File: src/rtl/dmairq_pkg.sv
package dmairq_pkg;

    localparam int CH_N   = 4;
    localparam int REG_W  = 16;
    localparam int TE_LSB = 0;
    localparam int AE_LSB = 8;
    localparam int SA_BIT = 12;

    typedef struct packed {
        logic            single_1;
        logic [CH_N-1:0] ack_en;
        logic [CH_N-1:0] xfer_en;
    } steer_cfg_t;

    localparam logic [REG_W-1:0] CFG_MASK =
        REG_W'(((1 << CH_N) - 1) << TE_LSB) |
        REG_W'(((1 << CH_N) - 1) << AE_LSB) |
        REG_W'(1 << SA_BIT);

    function automatic steer_cfg_t unpack_cfg(input logic [REG_W-1:0] w);
        steer_cfg_t c;
        c.xfer_en  = w[TE_LSB +: CH_N];
        c.ack_en   = w[AE_LSB +: CH_N];
        c.single_1 = w[SA_BIT];
        return c;
    endfunction

    function automatic logic [REG_W-1:0] pack_cfg(input steer_cfg_t c);
        logic [REG_W-1:0] w;
        w                  = '0;
        w[TE_LSB +: CH_N]  = c.xfer_en;
        w[AE_LSB +: CH_N]  = c.ack_en;
        w[SA_BIT]          = c.single_1;
        return w;
    endfunction

endpackage

File: src/rtl/dmairq_cfg_reg.sv
module dmairq_cfg_reg
    import dmairq_pkg::*;
(
    input  logic             clk,
    input  logic             rst,
    input  logic             we,
    input  logic [REG_W-1:0] wdata,
    input  logic             full_addr_mode,
    output steer_cfg_t       cfg,
    output logic [REG_W-1:0] rdata,
    output logic             single_eff
);

    steer_cfg_t cfg_q;

    always_ff @(posedge clk) begin
        if (rst)
            cfg_q <= '0;
        else if (we)
            cfg_q <= unpack_cfg(wdata);
    end

    assign cfg        = cfg_q;
    assign rdata      = pack_cfg(cfg_q);
    assign single_eff = cfg_q.single_1 & ~full_addr_mode;


    cfg_readback_chk: assert property (@(posedge clk) disable iff (rst)
        we |=> (rdata == ($past(wdata) & CFG_MASK)));

endmodule

File: src/rtl/dmairq_edge.sv
module dmairq_edge (
    input  logic clk,
    input  logic rst,
    input  logic lvl,
    output logic rise
);

    logic lvl_q;

    always_ff @(posedge clk) begin
        if (rst)
            lvl_q <= 1'b0;
        else
            lvl_q <= lvl;
    end

    assign rise = lvl & ~lvl_q;

endmodule

File: src/rtl/dmairq_chan.sv
module dmairq_chan (
    input  logic clk,
    input  logic rst,
    input  logic evt,
    input  logic te,
    input  logic ae,
    input  logic done,
    input  logic clr,
    output logic pend,
    output logic req,
    output logic irq
);

    logic rise;
    logic consume;
    logic clr_eff;
    logic pend_q;
    logic irq_q;

    dmairq_edge u_edge (
        .clk  (clk),
        .rst  (rst),
        .lvl  (evt),
        .rise (rise)
    );

    assign consume = te & ae;
    assign clr_eff = clr | (done & consume);

    always_ff @(posedge clk) begin
        if (rst) begin
            pend_q <= 1'b0;
            irq_q  <= 1'b0;
        end else begin
            pend_q <= rise | (pend_q & ~clr_eff);
            irq_q  <= pend_q & ~consume;
        end
    end

    assign pend = pend_q;
    assign req  = pend_q & te;
    assign irq  = irq_q;


    set_wins_chk: assert property (@(posedge clk) disable iff (rst)
        rise |=> pend);


    auto_clear_chk: assert property (@(posedge clk) disable iff (rst)
        (done && te && ae && !rise) |=> !pend);


    keep_pending_chk: assert property (@(posedge clk) disable iff (rst)
        (pend && !(te && ae) && !clr) |=> pend);


    hidden_irq_chk: assert property (@(posedge clk) disable iff (rst)
        (te && ae) |=> !irq);


    irq_lag_chk: assert property (@(posedge clk) disable iff (rst)
        $rose(pend) |-> !irq);

endmodule

File: src/rtl/dmairq_steer.sv
module dmairq_steer
    import dmairq_pkg::*;
#(
    parameter int N_CH  = CH_N,
    parameter int CFG_W = REG_W
) (
    input  logic             clk,
    input  logic             rst,
    input  logic             cfg_we,
    input  logic [CFG_W-1:0] cfg_wdata,
    output logic [CFG_W-1:0] cfg_rdata,
    input  logic             full_addr_mode,
    output logic             ch1_single,
    input  logic [N_CH-1:0]  evt_in,
    input  logic [N_CH-1:0]  cpu_clr,
    input  logic [N_CH-1:0]  dma_done,
    output logic [N_CH-1:0]  dma_req,
    output logic [N_CH-1:0]  irq_out
);

    steer_cfg_t      cfg;
    logic [N_CH-1:0] pend;

    dmairq_cfg_reg u_cfg (
        .clk            (clk),
        .rst            (rst),
        .we             (cfg_we),
        .wdata          (cfg_wdata),
        .full_addr_mode (full_addr_mode),
        .cfg            (cfg),
        .rdata          (cfg_rdata),
        .single_eff     (ch1_single)
    );

    for (genvar i = 0; i < N_CH; i++) begin : g_ch
        dmairq_chan u_chan (
            .clk  (clk),
            .rst  (rst),
            .evt  (evt_in[i]),
            .te   (cfg.xfer_en[i]),
            .ae   (cfg.ack_en[i]),
            .done (dma_done[i]),
            .clr  (cpu_clr[i]),
            .pend (pend[i]),
            .req  (dma_req[i]),
            .irq  (irq_out[i])
        );
    end

endmodule

File: config.mk
export PLATFORM = sky130hd
export DESIGN_NAME = dmairq_steer
export DESIGN_NICKNAME = d
export VERILOG_FILES = /design/src/rtl/dmairq_pkg.sv /design/src/rtl/dmairq_cfg_reg.sv /design/src/rtl/dmairq_edge.sv /design/src/rtl/dmairq_chan.sv /design/src/rtl/dmairq_steer.sv
export SDC_FILE = /design/constraint.sdc
export NUM_CORES = 1
export LEC_CHECK = 0
export ABC_AREA = 1
export BUFFER_PORTS_ARGS = -buffer_cell sky130_fd_sc_hd__buf_4
export CORE_MARGIN = 4
export CORE_UTILIZATION = 42
export DETAILED_ROUTE_END_ITERATION = 16
export PLACE_DENSITY = 0.88
export SLEW_MARGIN = 20
export SYNTH_ARGS = -nofsm -noshare
export SYNTH_HDL_FRONTEND = slang
export SYNTH_SLANG_ARGS = --single-unit
File: constraint.sdc
create_clock -name clk -period 0.8 [get_ports clk]
set_input_delay 0.04 -clock clk [delete_from_list [all_inputs] [get_ports clk]]
set_output_delay 0.04 -clock clk [all_outputs]
set_load 0.02 [all_outputs]
After elaboration in Yosys (flattened, before gate mapping)
Index checks and enable logic that the tools add are counted.
{ "word_totals": {"output_inout_bits": 25, "reg_bits": 21, "in_bits": 32, "wordCells": 61} }
{ "classes": {"bitwise_logic": 46} }
{ "op_table": {"columns": ["cell", "count"], "rows": [
  ["1-bit bitwise AND", 25],
  ["1-bit NOT", 13],
  ["1-bit bitwise OR", 8]
]} }

Longest topological paths before layout
Gate-level depths: netlist of the first run.
{ "logic_depth": {"word_depth": 6, "ltp_mapped": 4, "ltp_nobuf": 4} }

Modules after synthesis
From an unflattened synthesis of the first run, not the netlist that was laid out.
{ "hier_totals": {"cells_unflattened": 136, "area_unflattened_um2": 983.4} }
{ "modules_own_cells": {"columns": ["mod", "instances", "area_each_um2", "cells_each", "seq_area_each_um2"], "rows": [
  ["dmairq_cfg_reg", 1, 513.0, 76, 180.2],
  ["dmairq_chan", 4, 86.3, 11, 40.0],
  ["dmairq_edge", 4, 31.3, 4, 20.0]
]} }

Worst setup path before layout of the first run
OpenSTA, ideal clock, no wires.
{ "synth_path": {"kind": "flip-flop to output port", "start": "register u_cfg.cfg_q, in the netlist u_cfg.cfg[8]", "end": "output ch1_single", "stages_incl_launch_ff": 3, "required_time_ps": 760, "path_slack_ps": -17, "t_arrival_ps": 777, "n_path_buf": 0, "path_cell_list": "dfxtp_1 > inv_1 > nor2_1"} }
{ "synth_between": {"elab_chain_cells": 1} }
{ "synth_lines": {"columns": ["element", "line", "text"], "rows": [
  ["start: declaration", "dmairq_cfg_reg.sv:14", "steer_cfg_t cfg_q;"],
  ["start signal: assignment", "dmairq_cfg_reg.sv:20", "cfg_q <= unpack_cfg(wdata);"],
  ["1-bit bitwise AND", "dmairq_cfg_reg.sv:25", "assign single_eff = cfg_q.single_1 & ~full_addr_mode;"],
  ["end: declaration", "dmairq_steer.sv:13", "output logic ch1_single,"]
]} }
Every way passes these cells.

Worst setup path in the final report of the first run
Same ends and word-level chain as after synthesis.

==> results.toml, run 1 <==
[outcome]
status = "finished, violations left"
violations = "negative hold slack, negative setup slack"

[clock_network]
cts_max_level = 1
cts_made_buffers = 3
tritoncts = "yes"
cts.path.max_buffers = 2
clock_tree.root_cell = "clkbuf_4"
cts.sinks = 21
worst_skew_pair.late_latency_ns = 0.30
clk_pin_slew_ns = 0.11

[critical_path]
critPathMaxFanout = 3
worstSetupEndpointType = "output port"
crit_required_ns = 0.76
rr_worst_depth = 4
r2r-start = "u_cfg.cfg[0]$_SDFFE_PP0P_"
critical_path_class = "flop to output port"
cpLargestDelayFamily = "flip-flops"
r2r_slack_ns = 0.03
cpPeakStageDelay_ns = 0.36
critPathSlowestCell = "dfxtp_2"
crit_chain = "inv_2 > nor2_2 > buf_6"
critPathBufInv = 2
critPathLaunchType = "flop"
rr_endpoint = "g_ch[0].u_chan.pend$_SDFF_PP0_"
arrival_ns = 0.91

[timing]
min_period_ns = 0.9541
grt_setup_unrepaired = "yes"
fin_ws_ns = -0.1541
fin_crit_sh_pct = 119.3
final_max_slew_viol_count = 0
hold_viol = 4
setup_viol = 12
fin_tns_setup_ns = -1.012
fin_worst_skew_ns = 0.001246
holdWs_ns = -0.05309
fmax_mhz = 1048

[placed_design]
place_inst = 181
portBuffers = 42
placed_cell_area_um2 = 1141
dp_slack_ns = 0.06607
gp_congestion = 0.7751
hpwlAfterDp_um = 1445

[yosys]
syn_area_um2 = 960.9
avgSynthCellArea_um2 = 7.392
synthDistinctLibCells = 12
synthCells = 130
synthTopCellsByArea = "dfxtp_1 44%, buf_4 18%, nor2_1 11%, inv_1 6.6%, nand2_1 6.3%"
ys_ff_latch = 21
yosysTopAreaCell = "dfxtp_1"
synth_top_area_share_pct = 43.75
ys_warn_count = 0
ys_seq_area_share_pct = 43.75

[floorplanning]
die_x_um = 55.83
start_util_pct = 43.86
die_h_um = 55.83
core_um2 = 2191
rows = 17
dieArea_um2 = 3117
ios = 57

[min_path]
hold_path_depth = 2
holdCritPathClass = "input pin to flop"
holdPathEnd = "g_ch[3].u_chan.u_edge.lvl_q$_SDFF_PP0_"
min_from = "rst"

[finish]
layout-drive-gt1-share_pct = 47.28
diodes = 0
fin_util_pct = 70.53
fin_area_um2 = 1545
instances_no_fill = 212
fill_cells = 170
area_growth_pct = 60.81
final_nets = 217

[global_route]
grt_pass1_wl_um = 4126
grt_pass1_vias = 939
grt.total_usage_pct = 16.55
antenna_found_initial = 0
grt_max_degree = 18
grt_overflow_total = 0

[power]
total_power_mw = 2.255
power.leakage_nw = 0.7761
peakVddDrop_v = 0.001029
p_per_area_nw_per_um2 = 1459

[detailed_routing]
num_vias = 921
avgRoutedWirePerCell_um = 11.70
detail-route-antenna-nets = 0
first_iter_violations = 14
drc = 0
drt-vias-per-instance = 4.344
dr.pass1.iters = 4
totalWireLength_um = 2481

[job]
maxCapViolations = 0
## registers in the layout, summed over array words and instances (netlist names)
signal,count
g_ch.u_chan.pend,4
g_ch.u_chan.u_edge.lvl_q,4
u_cfg.cfg,9
g_ch.u_chan.irq,4
## routing by layer
layer / track usage (%) / part of all wire [%] / vias up
met5: 0 / 0 / -
met3: 4.408 / 7.0 / 4
met4: 5.085 / 1.2 / 0
met2: 30.57 / 51 / 34
met1: 18.30 / 41 / 417
li1: - / - / 466
## cells in the mapped netlist, drive strengths merged
master / count
a21oi: 4
buf: 25
conb: 1
dfxtp: 21
inv: 19
nand2: 16
nand3: 8
nor2: 27
o21ai: 9
## logic make-up after synthesis
group / synth area share (%)
AND/OR/NAND/NOR: 20.96
flip-flops: 43.75
buffers and inverters: 27.73
other: 0.3903
AO/OA/AOI/OAI: 7.161
## cell type report
class                           instances  area [µm²]  area share, %
Timing Repair Buffer                   69       638.1          41.30
Sequential cell                        21       446.7          28.91
Multi-Input combinational cell         71       327.8          21.21
Inverter                               19       71.32          4.615
Tap cell                               28       35.03          2.267
Clock buffer                            4       26.28          1.700
## cells in the final DEF (no fill, tap or decap)
cell | Yosys | routed
buf_4 | 23 | 31
nor2_1 | 27 | 25
buf_6 | 2 | 20
dlygate4sd3_1 | 0 | 18
dfxtp_2 | 0 | 15
nand2_1 | 16 | 13
inv_1 | 17 | 13
conb_1 | 1 | 7
inv_2 | 2 | 6
nand3_1 | 8 | 5
o21ai_1 | 0 | 4
o21ai_0 | 9 | 4
dfxtp_1 | 21 | 4
nand2_2 | 0 | 3
a21oi_1 | 3 | 3
nand3_2 | 0 | 3
clkbuf_4 | 0 | 3
nor2_2 | 0 | 2
dfxtp_4 | 0 | 2
a21oi_2 | 1 | 1
o21ai_2 | 0 | 1
clkbuf_1 | 0 | 1
## power by group
part	switching, mW	internal (mW)	leakage (nW)
clock	0.312	0.194	0.0150
sequential	0.0519	1.12	0.180
combinational	0.264	0.311	0.581
total	0.628	1.63	0.776
## worst max path at each step
stage | slack (ns) | start | endpoint | depth (start not counted)
after global routing | -0.19 | u_cfg.cfg[8]$_SDFFE_PP0P_ | ch1_single | 3
final | -0.15 | u_cfg.cfg[8]$_SDFFE_PP0P_ | ch1_single | 3
after global placement | 0.11 | u_cfg.cfg[2]$_SDFFE_PP0P_ | g_ch[2].u_chan.pend$_SDFF_PP0_ | 3
after floorplan | 0.06 | u_cfg.cfg[8]$_SDFFE_PP0P_ | ch1_single | 2
after detailed placement | 0.07 | u_cfg.cfg[2]$_SDFFE_PP0P_ | g_ch[2].u_chan.pend$_SDFF_PP0_ | 3
after CTS | -0.15 | u_cfg.cfg[0]$_SDFFE_PP0P_ | dma_req[0] | 3
## what timing repair did
item / in CTS / in global routing
setup endpoints to repair: 18 / 27
pin swaps: 1 / 1
hold buffers: 18 / 1
setup buffers: 9 / 1
endpoints found under the hold margin: 17 / 5
resized for setup: 33 / 23
No activity file was read; power rests on OpenSTA's default activity.
==> inputs of run 2 (changes only) <==
CELL_PAD_IN_SITES_DETAIL_PLACEMENT = 1   (was unset)
CELL_PAD_IN_SITES_GLOBAL_PLACEMENT = 1   (was unset)
CORE_UTILIZATION = 28   (was 42)
PLACE_DENSITY = unset   (was 0.88)
PLACE_DENSITY_LB_ADDON = 0.12   (was unset)
==> run 2 against run 1 <==
  * The flow still finishes with violations (negative hold slack, negative setup slack)
  * Global-route usage shrank 5.3 points
  * Via count decreased by 0.33%
  * Hold slack better by 0.0086 ns
  * Critical path type unchanged
  * Flip-flop and latch count did not move
  * Largest power group unchanged
==> results.toml, run 2 (synthesis results as in run 1) <==
[critical_path]
rr_worst_depth = 5
crit_required_ns = 0.76
worstSetupEndpointType = "output port"
critPathSlowestCell = "dfxtp_2"
arrival_ns = 0.90
critPathMaxFanout = 3
critPathLaunchType = "flop"
crit_chain = "inv_2 > nor2_2 > buf_6"
cpPeakStageDelay_ns = 0.37
critical_path_class = "flop to output port"

[timing]
setup_viol = 14
fin_worst_skew_ns = 0.0006240
grt_setup_unrepaired = "yes"
fin_crit_sh_pct = 117.8
holdWs_ns = -0.04452
fmax_mhz = 1061
final_max_slew_viol_count = 0
fin_ws_ns = -0.1426
hold_viol = 4
min_period_ns = 0.9426

[floorplanning]
rows = 21
die_h_um = 66.58
dieArea_um2 = 4433
core_um2 = 3337
ios = 57
die_x_um = 66.58
start_util_pct = 28.80

[power]
p_per_area_nw_per_um2 = 1435
total_power_mw = 2.271
clkPwrFrac_pct = 22.6
combPwrFrac_pct = 25.8
netSwitchingPower_mw = 0.6320
peakVddDrop_v = 0.0005727
power.leakage_nw = 0.7890
switching_share_pct = 27.83
seqPwrFrac_pct = 51.6
p_int_mw = 1.639

[finish]
largest_reg_flops = 9
layout-drive-gt1-share_pct = 48.39
layout.cells.most_common = "buf_4"
diodes = 0
fin_util_pct = 47.43
final_cell_mix = "33 x buf_4, 25 x nor2_1, 21 x buf_6"
area_growth_pct = 64.71
final_nets = 219
fin_area_um2 = 1583

[clock_network]
hold_buffers = 18
cts.path.max_buffers = 2
cts_max_level = 1
worst_skew_pair.late_latency_ns = 0.30
tritoncts = "yes"
cts_made_buffers = 3
cts.sinks = 21
clk_pin_slew_ns = 0.11
clock_tree.root_cell = "clkbuf_4"

[min_path]
hold_path_depth = 2
holdCritPathClass = "input pin to flop"

[detailed_routing]
detail-route-antenna-nets = 0
drt-vias-per-instance = 3.957
totalWireLength_um = 2487
avgRoutedWirePerCell_um = 10.72
num_vias = 918
dr.pass1.iters = 2
drc = 0
first_iter_violations = 38

[outcome]
violations = "negative hold slack, negative setup slack"
status = "finished, violations left"

[global_route]
grt_pass1_vias = 936
grt.total_usage_pct = 11.24
antenna_found_initial = 0
grt_max_degree = 18
grt_overflow_total = 0
grt_pass1_wl_um = 3870

[placed_design]
gp_congestion = 0.6260
portBuffers = 42
hpwlAfterDp_um = 1643
placed_cell_area_um2 = 1164

[job]
maxCapViolations = 0
==> run 2: changes by cell type in the layout (fill, tap and decap cells not counted) <==
cell,previous run,this run
o21ai_0,4,1
buf_4,31,33
o21ai_1,4,6
buf_6,20,21
dlygate4sd3_1,18,17
nand3_1,5,6
nand3_2,3,2
o21ai_2,1,2
==> run 2: what timing repair did <==
item	4_1_cts	5_1_grt
cloned	0	0
endpoints found under the hold margin	17	4
setup endpoints to repair	18	30
buffers inserted	10	2
resized for setup	38	22
==> run 2: metrics by stage <==
stage / setup TNS [ns] / hold WS, ns / std cells / setup WS [ns]
4_1_cts: -1.384 / 0.004651 / 231 / -0.1617
3_5_place_dp: 0 / 0.2687 / 199 / 0.06392
5_1_grt: -1.805 / -0.02924 / 232 / -0.1825
3_3_place_gp: 0 / 0.2666 / 199 / 0.08239
2_1_floorplan: 0 / 0.1226 / 136 / 0.05576
6_report: -1.115 / -0.04452 / 232 / -0.1426
==> run 2: critical path, delay by kind of cell, from the launching register on <==
kind / cells / cell delay (ns)
buf+inv: 2 / 0.16
flops: 1 / 0.37
simple gates: 1 / 0.08
==> run 2: area by class of cell <==
class | instances | area [µm²]
Clock buffer | 4 | 26.28
Fill cell | 415 | 1754
Inverter | 19 | 71.32
Multi-Input combinational cell | 71 | 326.6
Sequential cell | 21 | 446.7
Tap cell | 46 | 57.56
Timing Repair Buffer | 71 | 654.4
==> run 2: metal layers <==
metal  wire, µm  share of wire (%)  track usage (%)
met1        893                 36            11.12
met2       1431                 58            22.65
met3        143                5.7            2.192
met4         19               0.76            3.807
met5          0                  0                0
==> run 2: power groups by stage <==
stage / Sequential (mW) / Clock (mW) / Combinational [mW]
after detailed placement: 1.19 / 0 / 0.390
after global placement: 1.19 / 0 / 0.384
final: 1.17 / 0.512 / 0.586
after CTS: 1.17 / 0.548 / 0.560
after floorplan: 1.18 / 0 / 0.290
after global routing: 1.18 / 0.564 / 0.639
==> run 2: final timing paths <==
path                                       start  slack, ns                                endpoint
setup / recovery       u_cfg.cfg[8]$_SDFFE_PP0P_      -0.14                              ch1_single
hold / removal                               rst      -0.04  g_ch[0].u_chan.u_edge.lvl_q$_SDFF_PP0_
setup reg to reg       u_cfg.cfg[3]$_SDFFE_PP0P_      -0.05          g_ch[3].u_chan.pend$_SDFF_PP0_
hold reg to reg   g_ch[3].u_chan.pend$_SDFF_PP0_       0.46           g_ch[3].u_chan.irq$_SDFF_PP0_
==> inputs of run 3 (changes only) <==
CORE_ASPECT_RATIO = 2   (was unset)
PLACE_DENSITY = 0.8   (was unset)
PLACE_DENSITY_LB_ADDON = unset   (was 0.12)
==> run 3 against run 2 <==
  * Non-clock buffer count fell by 16
  * Total power grew 4.2%
  * Sequential share of layout area up 3.5 points
  * Clock power is 35% higher
  * Core utilization decreased by 3.5 points
  * Combinational power decreased by 14%
  * Hold slack improved by 0.047 ns
  * The flow finishes with violations (negative setup slack)
  * Global-route usage rose by 0.27 points
  * Maximum frequency increased by 5.9%
==> results.toml, run 3 (synthesis results as in run 1) <==
[timing]
setup_viol = 6
fin_tns_setup_ns = -0.4755
min_period_ns = 0.8898
hold_viol = 0
fin_ws_ns = -0.08979
grt_setup_unrepaired = "yes"
fin_crit_sh_pct = 111.2
fmax_mhz = 1124
fin_worst_skew_ns = 0.002028
final_max_slew_viol_count = 0

[finish]
layout-drive-gt1-share_pct = 48.82
largest_reg_flops = 9
fin_util_pct = 43.90
layout.cells.most_common = "buf_4"
final_cell_mix = "35 x buf_4, 25 x nor2_1, 16 x buf_6"
area_growth_pct = 47.53
diodes = 0
fill_cells = 404
final_nets = 203

[detailed_routing]
drc = 0
dr.pass1.iters = 2
num_vias = 867
totalWireLength_um = 2465
avgRoutedWirePerCell_um = 12.26
first_iter_violations = 5
drt-vias-per-instance = 4.313
detail-route-antenna-nets = 0

[placed_design]
portBuffers = 42
hpwlAfterDp_um = 1827
gp_congestion = 0.7629

[power]
combPwrFrac_pct = 21.3
clkPwrFrac_pct = 29.3
seqPwrFrac_pct = 49.5
p_int_mw = 1.729
netSwitchingPower_mw = 0.6373
switching_share_pct = 26.93
power.leakage_nw = 0.7254
peakVddDrop_v = 0.0006474
p_per_area_nw_per_um2 = 1669

[critical_path]
cpPeakStageDelay_ns = 0.35
cpLargestDelayFamily = "flip-flops"
worstSetupEndpointType = "output port"
critPathMaxFanout = 3
critPathLaunchType = "flop"
critPathBufInv = 2
crit_chain = "inv_2 > nor2_2 > buf_6"
crit_required_ns = 0.76
critPathSlowestCell = "dfxtp_2"
critical_path_class = "flop to output port"
arrival_ns = 0.85

[clock_network]
cts.sinks = 21
cts.path.max_buffers = 2
tritoncts = "yes"
cts_max_level = 1
worst_skew_pair.late_latency_ns = 0.26
clock_tree.root_cell = "clkbuf_8"
cts_made_buffers = 3
clk_pin_slew_ns = 0.08

[global_route]
grt_overflow_total = 0
grt_max_degree = 18
grt_pass1_vias = 867
grt_pass1_wl_um = 4077
grt.total_usage_pct = 11.51
antenna_found_initial = 0

[outcome]
violations = "negative setup slack"
status = "finished, violations left"

[floorplanning]
core_um2 = 3229
ios = 57
rows = 29
start_util_pct = 29.76
dieArea_um2 = 4490
die_h_um = 90.85
die_x_um = 49.43

[min_path]
holdCritPathClass = "input pin to flop"

[job]
maxCapViolations = 0
[run 3: changes by cell type in the layout (fill, tap and decap cells not counted), sizes merged]
cell | previous run | this run
buf | 54 | 51
dlygate4sd3 | 17 | 4
[run 3: layer usage]
| metal | global-route usage [%] | routed length (µm) | share of wire, % |
|---|---|---|---|
| met5 | 0 | 0 | 0 |
| met4 | 5.312 | 25 | 1.0 |
| met3 | 2.645 | 169 | 6.9 |
| met2 | 20.74 | 1396 | 57 |
| met1 | 12.22 | 873 | 35 |
[run 3: final timing paths]
| path | from | to | cells after the start | slack (ns) |
|---|---|---|---|---|
| hold reg to reg | g_ch[0].u_chan.u_edge.lvl_q$_SDFF_PP0_ | g_ch[0].u_chan.pend$_SDFF_PP0_ | 3 | 0.46 |
| setup / recovery | u_cfg.cfg[8]$_SDFFE_PP0P_ | ch1_single | 3 | -0.09 |
| hold / removal | cfg_wdata[10] | u_cfg.cfg[6]$_SDFFE_PP0P_ | 3 | 0.003 |
| setup reg to reg | u_cfg.cfg[2]$_SDFFE_PP0P_ | g_ch[2].u_chan.irq$_SDFF_PP0_ | 3 | 0.02 |
[run 3: timing repair]
item,in CTS,in global routing
pin swaps,0,3
cloned,0,0
endpoints found under the setup margin,14,21
endpoints found under the hold margin,4,0
hold buffers,4,0
resized for setup,22,28
setup buffers,7,2
[run 3: area by class of cell]
cell class	count	area (µm²)	area share, %
clock buffers	4	45.04	3.177
inverters	19	71.32	5.031
multi-input cells	71	330.3	23.30
flip-flops and latches	21	449.2	31.69
well taps	31	38.79	2.736
repair buffers	55	483.0	34.07
[run 3: power by group through the flow]
stage / logic [mW] / registers (mW) / clock network [mW]
floorplan: 0.290 / 1.18 / 0
global placement: 0.384 / 1.18 / 0
detailed placement: 0.395 / 1.19 / 0
CTS: 0.464 / 1.16 / 0.717
global route: 0.552 / 1.18 / 0.772
finish: 0.504 / 1.17 / 0.692
[run 3: worst min-delay path, cell delays in order]
cell and delay [ns]:
buf_4 0.08, nor2_1 0.03, nor2_1 0.08
[run 3: metrics by stage]
stage / hold WS, ns / setup slack [ns] / cell area, µm² / cells / power [mW]
2_1_floorplan: 0.1226 / 0.05576 / 985.9 / 136 / 1.469
3_3_place_gp: 0.2632 / 0.09884 / 1145 / 184 / 1.567
3_5_place_dp: 0.2617 / 0.06065 / 1145 / 184 / 1.584
4_1_cts: 0.00004992 / -0.09936 / 1329 / 199 / 2.347
5_1_grt: 0.01042 / -0.1250 / 1418 / 201 / 2.507
6_report: 0.002771 / -0.08979 / 1418 / 201 / 2.366
